### config.mk
export PLATFORM = sky130hd
export DESIGN_NAME = dreq_seq
export DESIGN_NICKNAME = d
export VERILOG_FILES = /design/src/rtl/dreq_pkg.sv /design/src/rtl/dreq_decode.sv /design/src/rtl/dreq_sem_pick.sv /design/src/rtl/dreq_ctrl.sv /design/src/rtl/dreq_seq.sv
export SDC_FILE = /design/constraint.sdc
export NUM_CORES = 1
export LEC_CHECK = 0
export ABC_CLOCK_PERIOD_IN_PS = 5100
export BUFFER_PORTS_ARGS = -buffer_cell sky130_fd_sc_hd__buf_2
export CAP_MARGIN = 5
export CORE_MARGIN = 3
export CORE_UTILIZATION = 35
export DETAILED_ROUTE_END_ITERATION = 10
export PLACE_DENSITY = 0.67
export SETUP_SLACK_MARGIN = 0.4
export SYNTH_ARGS = -nofsm -noshare
export SYNTH_HDL_FRONTEND = slang
export SYNTH_SLANG_ARGS = --single-unit
### constraint.sdc
create_clock -name clk -period 5.1 [get_ports clk]
set_clock_uncertainty 0.1 [all_clocks]
set_input_delay 1.02 -clock clk [delete_from_list [all_inputs] [get_ports clk]]
set_output_delay 1.02 -clock clk [all_outputs]
set_load 0.01 [all_outputs]
### src/rtl/dreq_pkg.sv
package dreq_pkg;

    localparam int CTRL_W        = 32;
    localparam int BIT_FENCE_TO  = 30;
    localparam int BIT_FENCE_FR  = 29;
    localparam int BIT_CMPL      = 4;
    localparam int BIT_XFER      = 3;
    localparam int BIT_DB_EN     = 2;

    localparam logic [7:0] STAT_OK       = 8'd0;
    localparam logic [7:0] STAT_BAD_LEN  = 8'd1;
    localparam logic [7:0] STAT_MULTIPRE = 8'd2;

    typedef enum logic [1:0] {
        DBL_W32  = 2'd0,
        DBL_W16  = 2'd1,
        DBL_W8   = 2'd2,
        DBL_RSVD = 2'd3
    } db_len_e;

    typedef enum logic [2:0] {
        S_IDLE, S_FENCE, S_PRE, S_XSTART, S_XWAIT, S_POST, S_DB, S_RESP
    } seq_st_e;

    typedef struct packed {
        logic       fence_to;
        logic       fence_fr;
        logic       cmpl;
        logic       xfer;
        logic       db_go;
        logic       multi_pre;
        logic [3:0] strb;
        logic [7:0] status;
    } req_flags_t;

    function automatic logic [3:0] len_to_strb(db_len_e l);
        case (l)
            DBL_W32: return 4'b1111;
            DBL_W16: return 4'b0011;
            DBL_W8:  return 4'b0001;
            default: return 4'b0000;
        endcase
    endfunction

endpackage

### src/rtl/dreq_decode.sv
module dreq_decode
    import dreq_pkg::*;
#(
    parameter int NSEM = 2
) (
    input  logic [CTRL_W-1:0] ctrl,
    input  logic [NSEM-1:0]   sem_en,
    input  logic [NSEM-1:0]   sem_pre,
    output req_flags_t        flags,
    output logic [NSEM-1:0]   pre_mask,
    output logic [NSEM-1:0]   post_mask
);
    localparam int CNTW = $clog2(NSEM + 1);

    logic [NSEM-1:0] pre_all;
    logic [CNTW-1:0] pre_cnt;
    logic            multi;
    logic            db_en;
    db_len_e         len;
    logic            ctrl_unused;

    assign ctrl_unused = ^{ctrl[31], ctrl[28:5]};
    assign pre_all     = sem_en & sem_pre;
    assign db_en       = ctrl[BIT_DB_EN];
    assign len         = db_len_e'(ctrl[1:0]);

    always_comb begin
        pre_cnt = '0;
        for (int i = 0; i < NSEM; i++) pre_cnt = pre_cnt + CNTW'(pre_all[i]);
    end

    assign multi = (pre_cnt > CNTW'(1));

    always_comb begin
        flags           = '0;
        flags.fence_to  = ctrl[BIT_FENCE_TO];
        flags.fence_fr  = ctrl[BIT_FENCE_FR];
        flags.cmpl      = ctrl[BIT_CMPL];
        flags.multi_pre = multi;
        flags.xfer      = ctrl[BIT_XFER] && !multi;
        flags.db_go     = db_en && (len != DBL_RSVD) && !multi;
        flags.strb      = len_to_strb(len);
        if (multi)
            flags.status = STAT_MULTIPRE;
        else if (db_en && len == DBL_RSVD)
            flags.status = STAT_BAD_LEN;
        else
            flags.status = STAT_OK;
    end

    assign pre_mask  = multi ? '0 : pre_all;
    assign post_mask = multi ? '0 : (sem_en & ~sem_pre);

endmodule

### src/rtl/dreq_sem_pick.sv
module dreq_sem_pick #(
    parameter int NSEM = 2,
    parameter int SEMW = 8,
    localparam int IW  = (NSEM > 1) ? $clog2(NSEM) : 1
) (
    input  logic [NSEM-1:0]      mask,
    input  logic [NSEM*SEMW-1:0] id_flat,
    output logic                 any,
    output logic [IW-1:0]        idx,
    output logic [SEMW-1:0]      id
);
    logic [SEMW-1:0] ids [NSEM];

    for (genvar g = 0; g < NSEM; g++) begin : g_unpack
        assign ids[g] = id_flat[g*SEMW +: SEMW];
    end

    always_comb begin
        idx = '0;
        for (int i = NSEM - 1; i >= 0; i--) begin
            if (mask[i]) idx = IW'(i);
        end
    end

    assign any = |mask;
    assign id  = ids[idx];

endmodule

### src/rtl/dreq_ctrl.sv
module dreq_ctrl
    import dreq_pkg::*;
#(
    parameter int NSEM = 2,
    parameter int SEMW = 8,
    parameter int DBAW = 16,
    parameter int CW   = 4,
    localparam int IW  = (NSEM > 1) ? $clog2(NSEM) : 1
) (
    input  logic                 clk,
    input  logic                 rst,
    input  logic                 req_valid,
    output logic                 req_ready,
    input  req_flags_t           flags_in,
    input  logic [NSEM-1:0]      pre_in,
    input  logic [NSEM-1:0]      post_in,
    input  logic [NSEM*SEMW-1:0] ids_in,
    input  logic [DBAW-1:0]      dba_in,
    input  logic [31:0]          dbd_in,
    input  logic [CW-1:0]        todev_cnt,
    input  logic [CW-1:0]        fromdev_cnt,
    output logic [NSEM-1:0]      sel_mask,
    output logic [NSEM*SEMW-1:0] ids_q,
    input  logic                 pick_any,
    input  logic [IW-1:0]        pick_idx,
    output logic                 sem_req,
    input  logic                 sem_grant,
    output logic                 xfer_start,
    input  logic                 xfer_done,
    output logic                 db_we,
    output logic [DBAW-1:0]      db_addr,
    output logic [31:0]          db_data,
    output logic [3:0]           db_strb,
    output logic                 resp_push,
    output logic [7:0]           resp_status,
    input  logic                 resp_full
);
    seq_st_e         st_q;
    req_flags_t      flags_q;
    logic [NSEM-1:0] pre_q, post_q;
    logic            blocked;

    assign blocked = (flags_q.fence_to && todev_cnt != '0) ||
                     (flags_q.fence_fr && fromdev_cnt != '0);

    always_ff @(posedge clk) begin
        if (rst) begin
            st_q    <= S_IDLE;
            flags_q <= '0;
            pre_q   <= '0;
            post_q  <= '0;
            ids_q   <= '0;
            db_addr <= '0;
            db_data <= '0;
        end else begin
            case (st_q)
                S_IDLE: if (req_valid) begin
                    flags_q <= flags_in;
                    pre_q   <= pre_in;
                    post_q  <= post_in;
                    ids_q   <= ids_in;
                    db_addr <= dba_in;
                    db_data <= dbd_in;
                    st_q    <= S_FENCE;
                end
                S_FENCE: if (!blocked) begin
                    if (flags_q.multi_pre)  st_q <= S_RESP;
                    else if (|pre_q)        st_q <= S_PRE;
                    else if (flags_q.xfer)  st_q <= S_XSTART;
                    else                    st_q <= S_POST;
                end
                S_PRE: if (sem_grant) begin
                    pre_q[pick_idx] <= 1'b0;
                    st_q <= flags_q.xfer ? S_XSTART : S_POST;
                end
                S_XSTART: st_q <= S_XWAIT;
                S_XWAIT:  if (xfer_done) st_q <= S_POST;
                S_POST: begin
                    if (!pick_any)      st_q <= S_DB;
                    else if (sem_grant) post_q[pick_idx] <= 1'b0;
                end
                S_DB:   st_q <= S_RESP;
                S_RESP: if (!flags_q.cmpl || !resp_full) st_q <= S_IDLE;
                default: st_q <= S_IDLE;
            endcase
        end
    end

    assign sel_mask    = (st_q == S_PRE) ? pre_q : post_q;
    assign req_ready   = (st_q == S_IDLE);
    assign sem_req     = (st_q == S_PRE) || (st_q == S_POST && pick_any);
    assign xfer_start  = (st_q == S_XSTART);
    assign db_we       = (st_q == S_DB) && flags_q.db_go;
    assign db_strb     = flags_q.strb;
    assign resp_push   = (st_q == S_RESP) && flags_q.cmpl;
    assign resp_status = flags_q.status;

    AST_FENCE_TO_STALL: assert property (@(posedge clk) disable iff (rst)
        (st_q == S_FENCE && flags_q.fence_to && todev_cnt != '0) |=>
        (!xfer_start && !sem_req && !db_we));

    AST_FENCE_FR_STALL: assert property (@(posedge clk) disable iff (rst)
        (st_q == S_FENCE && flags_q.fence_fr && fromdev_cnt != '0) |=>
        (!xfer_start && !sem_req && !db_we));

    AST_SEM_HOLD: assert property (@(posedge clk) disable iff (rst)
        (sem_req && !sem_grant) |=> sem_req);

    AST_XFER_PULSE: assert property (@(posedge clk) disable iff (rst)
        xfer_start |=> !xfer_start);

    AST_DB_STRB: assert property (@(posedge clk) disable iff (rst)
        db_we |-> (db_strb == 4'b1111 || db_strb == 4'b0011 || db_strb == 4'b0001));

    AST_RESP_HOLD: assert property (@(posedge clk) disable iff (rst)
        (resp_push && resp_full) |=> (resp_push && $stable(resp_status)));

    AST_BUSY_NO_READY: assert property (@(posedge clk) disable iff (rst)
        (resp_push || xfer_start || sem_req) |-> !req_ready);

endmodule

### src/rtl/dreq_seq.sv
module dreq_seq
    import dreq_pkg::*;
#(
    parameter int NSEM = 2,
    parameter int SEMW = 8,
    parameter int DBAW = 16,
    parameter int CW   = 4,
    parameter int SIDW = 16
) (
    input  logic                 clk,
    input  logic                 rst,
    input  logic                 req_valid,
    output logic                 req_ready,
    input  logic [31:0]          req_ctrl,
    input  logic [SIDW-1:0]      req_seq_id,
    input  logic [NSEM-1:0]      req_sem_en,
    input  logic [NSEM-1:0]      req_sem_pre,
    input  logic [NSEM*SEMW-1:0] req_sem_id,
    input  logic [DBAW-1:0]      req_db_addr,
    input  logic [31:0]          req_db_data,
    input  logic [CW-1:0]        todev_cnt,
    input  logic [CW-1:0]        fromdev_cnt,
    output logic                 sem_req,
    output logic [SEMW-1:0]      sem_id,
    input  logic                 sem_grant,
    output logic                 xfer_start,
    input  logic                 xfer_done,
    output logic                 db_we,
    output logic [DBAW-1:0]      db_addr,
    output logic [31:0]          db_data,
    output logic [3:0]           db_strb,
    output logic                 resp_push,
    output logic [7:0]           resp_status,
    input  logic                 resp_full
);
    localparam int IW = (NSEM > 1) ? $clog2(NSEM) : 1;

    req_flags_t          flags_in;
    logic [NSEM-1:0]     pre_in, post_in, sel_mask;
    logic [NSEM*SEMW-1:0] ids_q;
    logic                pick_any;
    logic [IW-1:0]       pick_idx;
    logic                seq_unused;

    assign seq_unused = ^req_seq_id;

    dreq_decode #(.NSEM(NSEM)) u_decode (
        .ctrl      (req_ctrl),
        .sem_en    (req_sem_en),
        .sem_pre   (req_sem_pre),
        .flags     (flags_in),
        .pre_mask  (pre_in),
        .post_mask (post_in)
    );

    dreq_sem_pick #(.NSEM(NSEM), .SEMW(SEMW)) u_pick (
        .mask    (sel_mask),
        .id_flat (ids_q),
        .any     (pick_any),
        .idx     (pick_idx),
        .id      (sem_id)
    );

    dreq_ctrl #(.NSEM(NSEM), .SEMW(SEMW), .DBAW(DBAW), .CW(CW)) u_ctrl (
        .clk         (clk),
        .rst         (rst),
        .req_valid   (req_valid),
        .req_ready   (req_ready),
        .flags_in    (flags_in),
        .pre_in      (pre_in),
        .post_in     (post_in),
        .ids_in      (req_sem_id),
        .dba_in      (req_db_addr),
        .dbd_in      (req_db_data),
        .todev_cnt   (todev_cnt),
        .fromdev_cnt (fromdev_cnt),
        .sel_mask    (sel_mask),
        .ids_q       (ids_q),
        .pick_any    (pick_any),
        .pick_idx    (pick_idx),
        .sem_req     (sem_req),
        .sem_grant   (sem_grant),
        .xfer_start  (xfer_start),
        .xfer_done   (xfer_done),
        .db_we       (db_we),
        .db_addr     (db_addr),
        .db_data     (db_data),
        .db_strb     (db_strb),
        .resp_push   (resp_push),
        .resp_status (resp_status),
        .resp_full   (resp_full)
    );

endmodule

==> results_dict.tcl, run 1 <==
set metrics [dict create \
    synth_area_leader_cell "dfxtp_1" \
    path_clk_slew_ps 80 \
    clock_tree.buffer_depth 2 \
    crit_path_end_kind "output port" \
    holdBufCountCts 0 \
    swShare_pct 35.0 \
    cp_max_fo 15 \
    grt_use_total_pct 16.3 \
    synth_area_sq_um 3330 \
    slew_violations 0 \
    synth_ff_type "dfxtp_1" \
    dp_slack_ps 1650 \
    worst_slew_pin_slew_ps 791 \
    max_slew_margin_pct 46.2 \
    stdcell_count 686 \
    tritoncts "built" \
    synth_cell_types 43 \
    fin_crit_sh_pct 74.5 \
    drtPass1Iterations 4 \
    finish.instance_area_sq_um 4310 \
    synth_cells 423 \
    cp.arrival_ps 2680 \
    viasPerCell 4.72 \
    seq_power_share_pct 44.5 \
    synthToLayoutAreaGrowth_pct 29.5 \
    dp_hpwl_um 6250 \
    irDropWorstVdd_mv 0.152 \
    drv_cap 0 \
    drive_gt1_share_pct 32.0 \
    vias 3238 \
    p_int_mw 1.21 \
    synth-edff-count 0 \
    grt_pass1_wl_um 14600 \
    p_comb_share_pct 29.1 \
    core_sq_um 8980 \
    root_buffer "clkbuf_8" \
    ctsResizeCount 0 \
    hold_viol 0 \
    clkSinkCount 81 \
    critPathLaunchType "flip-flop" \
    worst_slack_ps 1300 \
    rsz0062_at_grt "no" \
    power.leakage_nw 1.95 \
    ios 203 \
    clock_latency_ps 340 \
    routed_wl_um 8840 \
    n_fill_cell 922 \
    yosys-top-cells-area "dfxtp_1 (49%), nand2_1 (17%), a21oi_1 (11%)" \
    die_h_um 104 \
    ys_ff_latch 81 \
    hold_depth 2 \
    first_iter_violations 88 \
    die_area_sq_um 10700 \
    grt_max_degree 46 \
    fin_nets 685 \
    finalSetupTns_ps 0 \
    cts_inserted_buffers 9 \
    fin_hold_ws_ps 353 \
    dpl-instance-area_sq_um 4100 \
    h-tree-depth 3 \
    drc 0 \
    hold_class "reg2reg" \
    ys.warnings.count 0 \
    p_sw_mw 0.652 \
    finalSetupViolCount 0 \
    layout_min_cycle_time_ps 3800 \
    powerDensity_nw_per_um2 432 \
    ys_seq_area_share_pct 48.7 \
    clkPwrFrac_pct 26.4 \
    io_buffers 155 \
    gp_congestion 0.755 \
    initial_core_util_pct 37.1 \
    outcome "completed" \
    netlist.area_leader.share_pct 48.7 \
    antenna_found_initial 0 \
    fmax_mhz 263 \
    crit_type "reg2out" \
    synth-async-reset-ratio_pct 0 \
    fp-row-count 34 \
    routedWlPerCell_um 12.9 \
    place_inst 670 \
    post_cts_buffers 0 \
    avgSynthCellArea_sq_um 7.87 \
    die_x_um 104 \
    grt_overflow 0 \
    required_ps 3980 \
    ff2ff_path_depth 4 \
    ant_nets 0 \
    diodes 0 \
    first_global_vias 3103 \
]
## kinds of logic (layout without fill, tap and decap cells)
logic type	Yosys count	after routing	share of synthesized area, %
AND/OR/NAND/NOR	183	183	23.2
AO/OA/AOI/OAI	102	102	17.5
flip-flops	81	81	48.7
buffers and inverters	46	178	7.07
multiplexers	9	9	3.12
other	1	6	0.113
XOR/XNOR	1	1	0.263
## worst paths after layout
| path | from | end | slack [ps] |
|---|---|---|---|
| worst min-delay path | u_ctrl.db_data[16] | u_ctrl.db_data[16] | 350 |
| worst max register to register | u_ctrl.st_q[2] | u_ctrl.db_strb[2] | 2350 |
| worst max-delay path | u_ctrl.st_q[1] | sem_id[6] | 1300 |
| worst min register to register | u_ctrl.db_data[16] | u_ctrl.db_data[16] | 350 |
## per-layer routing
layer	vias to the layer above	part of all wire, %	global-route usage [%]	wire (um)
li1	1655	-	-	-
met1	1474	42	18.6	3700
met2	98	50	28.9	4400
met3	11	6.8	5.47	603
met4	0	1.6	5.13	140
met5	-	0	0	0
## flip-flops by register name (all words and copies together) (netlist names)
signal and count:
u_ctrl.db_strb 3, u_ctrl.flags_q 5, u_ctrl.post_q 2, u_ctrl.pre_q 2
u_ctrl.st_q 3, u_ctrl.resp_status 2, u_ctrl.db_data 32, u_ctrl.db_addr 16
u_ctrl.ids_q 16
## cell type report
type	count	area (sq um)	area share [%]
clock buffer	11	151	3.51
clock inverter	5	62.6	1.45
inverter	3	11.3	0.261
multi-input combinational	301	1500	34.8
sequential	81	1620	37.6
tap	126	158	3.66
timing repair buffer	159	806	18.7
## stage by stage
step | power (mW) | util, %
6_report | 1.86 | 48.0
5_1_grt | 2.00 | 48.0
4_1_cts | 1.89 | 48.0
3_5_place_dp | 1.39 | 45.6
3_3_place_gp | 1.38 | 45.6
2_1_floorplan | 1.21 | -
## Yosys cell counts, drive strengths merged, types with 2 or more instances
library cell and number:
nand2 147, dfxtp 81, a21oi 76, buf 27, clkbuf 16, nor2 12, mux2 8, nand2b 4
nand4 4, inv 3, nand3 3, o21ai 3, o41ai 3, or3 3, a2111oi 2, a211oi 2
a21o 2, nand3b 2, nor2b 2, nor3 2, o211ai 2
## critical path, stage by stage, from the launching register on
cell and delay (ps):
dfxtp_1 640, nor3b_4 410, mux2i_2 730, mux2_1 390
buf_2 150
## cell usage in the layout (no fill, tap or decap), types with 4 or more instances in the layout
master and count:
buf_2 155, nand2_1 147, dfxtp_1 81, conb_1 6, buf_4 4, a21oi_1 76, nand2b_1 4, nor2_1 12
clkbuf_8 11, mux2_1 8, nand4_1 4
## power by group through the flow
| stage | Sequential, mW | Clock, mW | Combinational (mW) |
|---|---|---|---|
| after global routing | 0.845 | 0.537 | 0.613 |
| after global placement | 0.836 | 0 | 0.540 |
| after CTS | 0.829 | 0.513 | 0.552 |
| final | 0.829 | 0.492 | 0.543 |
| after detailed placement | 0.843 | 0 | 0.551 |
| after floorplan | 0.831 | 0 | 0.382 |
Power figures use the tool's default switching activity.
==> inputs of run 2 (changes only) <==
Settings changed: ABC_AREA from default to 1, ABC_CLOCK_PERIOD_IN_PS 5100 to 3300, PLACE_DENSITY 0.67 to 0.69.
Clock period 5.1 ns to 3.3 ns, I/O delays scaled along.
==> results_dict.tcl, run 2 <==
set metrics [dict create \
    first_global_vias 3248 \
    fin_nets 742 \
    ios 203 \
    crit_type "reg2out" \
    powerDensity_nw_per_um2 702 \
    crit_path_end_kind "output port" \
    h-tree-depth 3 \
    dp_hpwl_um 6570 \
    path_clk_slew_ps 80 \
    seq_power_share_pct 41.6 \
    synth_area_sq_um 3510 \
    viasPerCell 4.68 \
    synth-edff-count 0 \
    clock_latency_ps 340 \
    root_buffer "clkbuf_8" \
    ys_ff_latch 81 \
    hold_viol 0 \
    avgSynthCellArea_sq_um 7.33 \
    vias 3479 \
    critPathLaunchType "flip-flop" \
    fp-row-count 35 \
    clkSinkCount 81 \
    post_cts_buffers 0 \
    grt_use_total_pct 16.0 \
    finalSetupViolCount 0 \
    power.total_mw 3.10 \
    gp_congestion 0.887 \
    layout_min_cycle_time_ps 2650 \
    grt_max_degree 69 \
    top_regs "u_ctrl.db_data: 32 flops, u_ctrl.db_addr: 16 flops, u_ctrl.ids_q: 16 flops" \
    die_x_um 106 \
    synth_cells 478 \
    regToRegStartpoint "u_ctrl.st_q[1]" \
    routed_wl_um 9190 \
    p_int_mw 1.97 \
    hold_class "reg2reg" \
    fin_crit_sh_pct 80.2 \
    p_comb_share_pct 34.0 \
    synth_cell_types 28 \
    largest_register_ffs 32 \
    ys_seq_area_share_pct 46.3 \
    finalSetupTns_ps 0 \
    hp-start "u_ctrl.db_data[7]" \
    irDropWorstVdd_mv 0.264 \
    die_area_sq_um 11300 \
    critical_path_buf_inv_count 2 \
    grt_pass1_wl_um 14700 \
    synth_area_leader_cell "dfxtp_1" \
    p_sw_mw 1.13 \
    cpMaxStageDelayCell "dfxtp_2" \
    final_common_cell "nand2_1" \
    cp.arrival_ps 1890 \
    power.leakage_nw 2.07 \
    antenna_found_initial 1 \
    ys_top_cells_by_count "nand2_1 (167), a21oi_1 (81), dfxtp_1 (81)" \
    ff2ff_path_depth 7 \
    rsz0062_at_grt "no" \
    drc 0 \
    regMostFlops "u_ctrl.db_data" \
    grt_overflow 0 \
    initial_core_util_pct 36.9 \
    r2r_setup_slack_ps 950 \
    swShare_pct 36.5 \
    final_cell_mix "nand2_1 (167), buf_2 (155), a21oi_1 (81), dfxtp_1 (79), inv_1 (24)" \
    max_slew_margin_pct 34.0 \
    required_ps 2540 \
    synthToLayoutAreaGrowth_pct 25.9 \
    ys.warnings.count 0 \
    core_sq_um 9500 \
    dp_slack_ps 831 \
    synth_most_common_cell "nand2_1" \
    drive_gt1_share_pct 31.4 \
    tritoncts "built" \
    synth-async-reset-ratio_pct 0 \
    crit_path_cell_trace "inv_2 > nand3_4 > nand2_1 > nand2_1 > nand2_2 > nand2_1 > o21ai_2 > buf_2" \
    drtPass1Iterations 4 \
    rr_endpoint "u_ctrl.flags_q[13]" \
    clock_tree.buffer_depth 2 \
    first_iter_violations 152 \
    clkPwrFrac_pct 24.4 \
    outcome "completed" \
    worst_slew_pin_slew_ps 989 \
    synth_ff_type "dfxtp_1" \
    cts_inserted_buffers 9 \
    die_h_um 106 \
    io_buffers 155 \
    diodes 0 \
    crit_top_cell "nand2_1" \
    cpPeakStageDelay_ps 480 \
    fmax_mhz 378 \
    whs_endpoint "u_ctrl.db_data[7]" \
    cp_max_fo 18 \
    slew_violations 0 \
    routedWlPerCell_um 12.4 \
    hold_depth 2 \
    yosys-top-cells-area "dfxtp_1 (46%), nand2_1 (18%), a21oi_1 (12%)" \
    worst_slack_ps 653 \
    ant_nets 0 \
    netlist.area_leader.share_pct 46.3 \
    cpLargestDelayFamily "simple AND/OR/NAND/NOR gates" \
    drv_cap 0 \
]
[run 2: cell types whose count changed after synthesis, moves of 5 or more]
cell,previous run,this run
inv_1,3,24
nand2_1,147,167
o21ai_0,3,16
nand3_1,3,14
mux2_1,8,0
o21ai_2,0,8
buf_6,0,7
clkbuf_1,16,9
nor2_1,12,18
a21oi_1,76,81
buf_2,14,9
[run 2: repair_timing]
| item | 4_1_cts | 5_1_grt |
|---|---|---|
| endpoints found under the hold margin | 0 | 0 |
| resized for setup | 0 | 2 |
| setup endpoints to repair | 0 | 8 |
| hold buffers | 0 | 0 |
[run 2: how the worst max path moves through the flow]
stage	end	cells past startpoint	from	slack, ps
2_1_floorplan	sem_id[0]	9	u_ctrl.st_q[0]	1270
3_3_place_gp	u_ctrl.flags_q[13]	5	req_valid	830
3_5_place_dp	u_ctrl.flags_q[13]	5	req_valid	830
4_1_cts	sem_id[1]	9	u_ctrl.st_q[0]	440
5_1_grt	sem_id[6]	8	u_ctrl.st_q[1]	440
6_report	sem_id[1]	8	u_ctrl.st_q[0]	650
[run 2: logic make-up (layout without fill, tap and decap cells)]
kind of cell	Yosys count	in the layout	synth area share, %
AND/OR/NAND/NOR	218	218	26.2
AO/OA/AOI/OAI	110	110	16.7
flip-flops	81	81	46.3
buffers and inverters	68	200	10.7
other	1	6	0.107
[run 2: worst register-to-register path: cells and delay by family, from the launching register on]
family | cells | cell delay (ps)
AO/OA/AOI/OAI | 1 | 160
buffers and inverters | 2 | 990
flip-flops | 1 | 390
AND/OR/NAND/NOR | 4 | 640
[run 2: final cells by class]
type	count	area, sq um
fill	1014	5090
sequential	81	1620
multi-input combinational	334	1530
timing repair buffer	157	791
tap	129	161
clock buffer	11	131
inverter	29	114
clock inverter	3	67.6
[run 2: stage by stage]
| stage | hold WS [ps] | utilization (%) | std cells | area, sq um |
|---|---|---|---|---|
| 2_1_floorplan | 343 | - | 483 | 3520 |
| 3_3_place_gp | 348 | 44.3 | 730 | 4210 |
| 3_5_place_dp | 352 | 44.3 | 730 | 4210 |
| 4_1_cts | 365 | 46.4 | 744 | 4410 |
| 5_1_grt | 381 | 46.5 | 744 | 4420 |
| 6_report | 362 | 46.5 | 744 | 4420 |
[run 2: power groups by stage]
stage               registers (mW)  clock network [mW]  logic (mW)
finish                        1.29               0.756        1.05
global route                  1.31               0.824        1.20
CTS                           1.29               0.784        1.07
detailed placement            1.31                   0        1.07
global placement              1.30                   0        1.04
floorplan                     1.31                   0       0.808
[run 2: routing by layer]
metal	track usage, %	wire length [um]
met1	17.4	3610
met2	29.0	4710
met3	4.86	740
met4	6.48	116
met5	0	13
==> inputs of run 3 (changes only) <==
Settings changed: ABC_CLOCK_PERIOD_IN_PS 3300 to 2700, PLACE_DENSITY 0.69 to 0.66.
Clock period 3.3 ns to 2.7 ns, I/O delays scaled along.
==> results_dict.tcl, run 3 (same netlist as run 2, synthesis figures left out) <==
set metrics [dict create \
    r2r_setup_slack_ps 570 \
    drtPass1Iterations 4 \
    crit_path_end_kind "output port" \
    stdcell_count 762 \
    hold_viol 0 \
    ios 203 \
    cp_max_fo 8 \
    die_h_um 106 \
    viasPerCell 4.61 \
    worst_slack_ps 472 \
    power.leakage_nw 2.17 \
    routed_wl_um 9530 \
    finalSetupViolCount 0 \
    final_cell_mix "nand2_1 (163), buf_2 (155), a21oi_1 (81), dfxtp_1 (78), inv_1 (24)" \
    fin_nets 758 \
    clkSinkCount 81 \
    gp_congestion 0.844 \
    irDropWorstVdd_mv 0.349 \
    cts_inserted_buffers 9 \
    synthToLayoutAreaGrowth_pct 32.4 \
    hold_depth 3 \
    fmax_mhz 449 \
    grt_max_degree 62 \
    slew_violations 0 \
    crit_type "reg2out" \
    diodes 0 \
    startpoint "u_ctrl.st_q[0]" \
    powerDensity_nw_per_um2 855 \
    holdBufCountCts 0 \
    outcome "completed" \
    place_inst 733 \
    path_clk_slew_ps 90 \
    routedWlPerCell_um 12.5 \
    layout_min_cycle_time_ps 2230 \
    first_global_vias 3250 \
    drv_cap 0 \
    vias 3513 \
    regArea_sq_um 1630 \
    h-tree-depth 3 \
    hold_class "in2reg" \
    antenna_found_initial 1 \
    io_buffers 155 \
    finalSetupTns_ps 0 \
    whs_endpoint "u_ctrl.db_data[19]" \
    worst_slew_pin_slew_ps 994 \
    n_fill_cell 965 \
    largest_register_ffs 32 \
    tritoncts "built" \
    grt_overflow 0 \
    grt_use_total_pct 16.5 \
    drive_gt1_share_pct 34.8 \
    regMostFlops "u_ctrl.db_data" \
    drc 0 \
    first_iter_violations 97 \
    critPathLaunchType "flip-flop" \
    multi_input_area_sq_um 1610 \
    initial_core_util_pct 36.9 \
    root_buffer "clkbuf_8" \
    ff2ff_path_depth 7 \
    hp-start "req_db_data[19]" \
    rsz0062_at_grt "yes" \
    dp_slack_ps 355 \
    regToRegStartpoint "u_ctrl.st_q[0]" \
    final_common_cell "nand2_1" \
    required_ps 2060 \
    max_slew_margin_pct 33.6 \
    dp_hpwl_um 6610 \
    cp.arrival_ps 1590 \
    ant_nets 0 \
    fin_crit_sh_pct 82.5 \
    top_regs "u_ctrl.db_data: 32 flops, u_ctrl.db_addr: 16 flops, u_ctrl.ids_q: 16 flops" \
    clock_tree.buffer_depth 2 \
    fp-row-count 35 \
    die_x_um 106 \
    rr_endpoint "u_ctrl.post_q[0]" \
    grt_pass1_wl_um 15200 \
    clock_latency_ps 340 \
    core_sq_um 9500 \
    die_area_sq_um 11300 \
]
-- run 3: cell types whose count changed in the layout (fill, tap and decap cells not counted), moves of 2 or more --
cell	previous run	this run
nand2_4	2	6
buf_4	2	14
clkinv_4	1	3
dfxtp_2	2	0
nor2_4	0	2
dfxtp_4	0	3
clkbuf_1	2	0
buf_6	0	2
clkbuf_8	9	11
nand2_1	167	163
nand2_8	0	2
-- run 3: how the worst max path moves through the flow --
stage	to
after floorplan	sem_id[0]
after global placement	sem_id[0]
after detailed placement	sem_id[0]
after CTS	sem_id[0]
after global routing	sem_id[0]
final	sem_id[0]
-- run 3: timing repair --
item,in CTS,in global routing
setup buffers,4,7
gates cloned,1,1
pin swaps,3,7
setup endpoints to repair,9,9
gates resized for setup,8,17
-- run 3: routing by layer --
layer	vias to the layer above	share of wire (%)	GRT usage, %
met2	111	51	29.7
met4	2	1.4	5.64
li1	1816	-	-
met5	-	0.14	0
met3	14	6.8	4.31
met1	1570	41	18.8
-- run 3: worst max-delay path, cell delays in order (launching register included) --
cell and delay (ps):
dfxtp_4 360, inv_4 70, nand2_4 60, nor2_4 140, nand2_2 80, nand2_4 140
nand2_8 100, o21ai_2 130, buf_2 150
-- run 3: area by class of cell --
type / count / area share, %
tap: 129 / 3.48
timing repair buffer: 171 / 19.5
inverter: 29 / 2.51
clock buffer: 11 / 3.26
sequential: 81 / 35.2
clock inverter: 5 / 1.32
multi-input combinational: 336 / 34.8
-- run 3: power breakdown --
part           internal (mW)  switching, mW
clock network          0.483          0.446
registers               1.43          0.120
logic                  0.551          0.933
total                   2.47           1.50
-- run 3: stage by stage --
stage / util, % / instance area, sq um / total power, mW / hold WS [ps]
floorplan: - / 3520 / 2.60 / 343
global placement: 44.6 / 4240 / 2.88 / 349
detailed placement: 44.6 / 4240 / 2.92 / 353
CTS: 47.5 / 4510 / 3.93 / 308
global route: 48.8 / 4640 / 4.25 / 312
finish: 48.8 / 4640 / 3.97 / 331
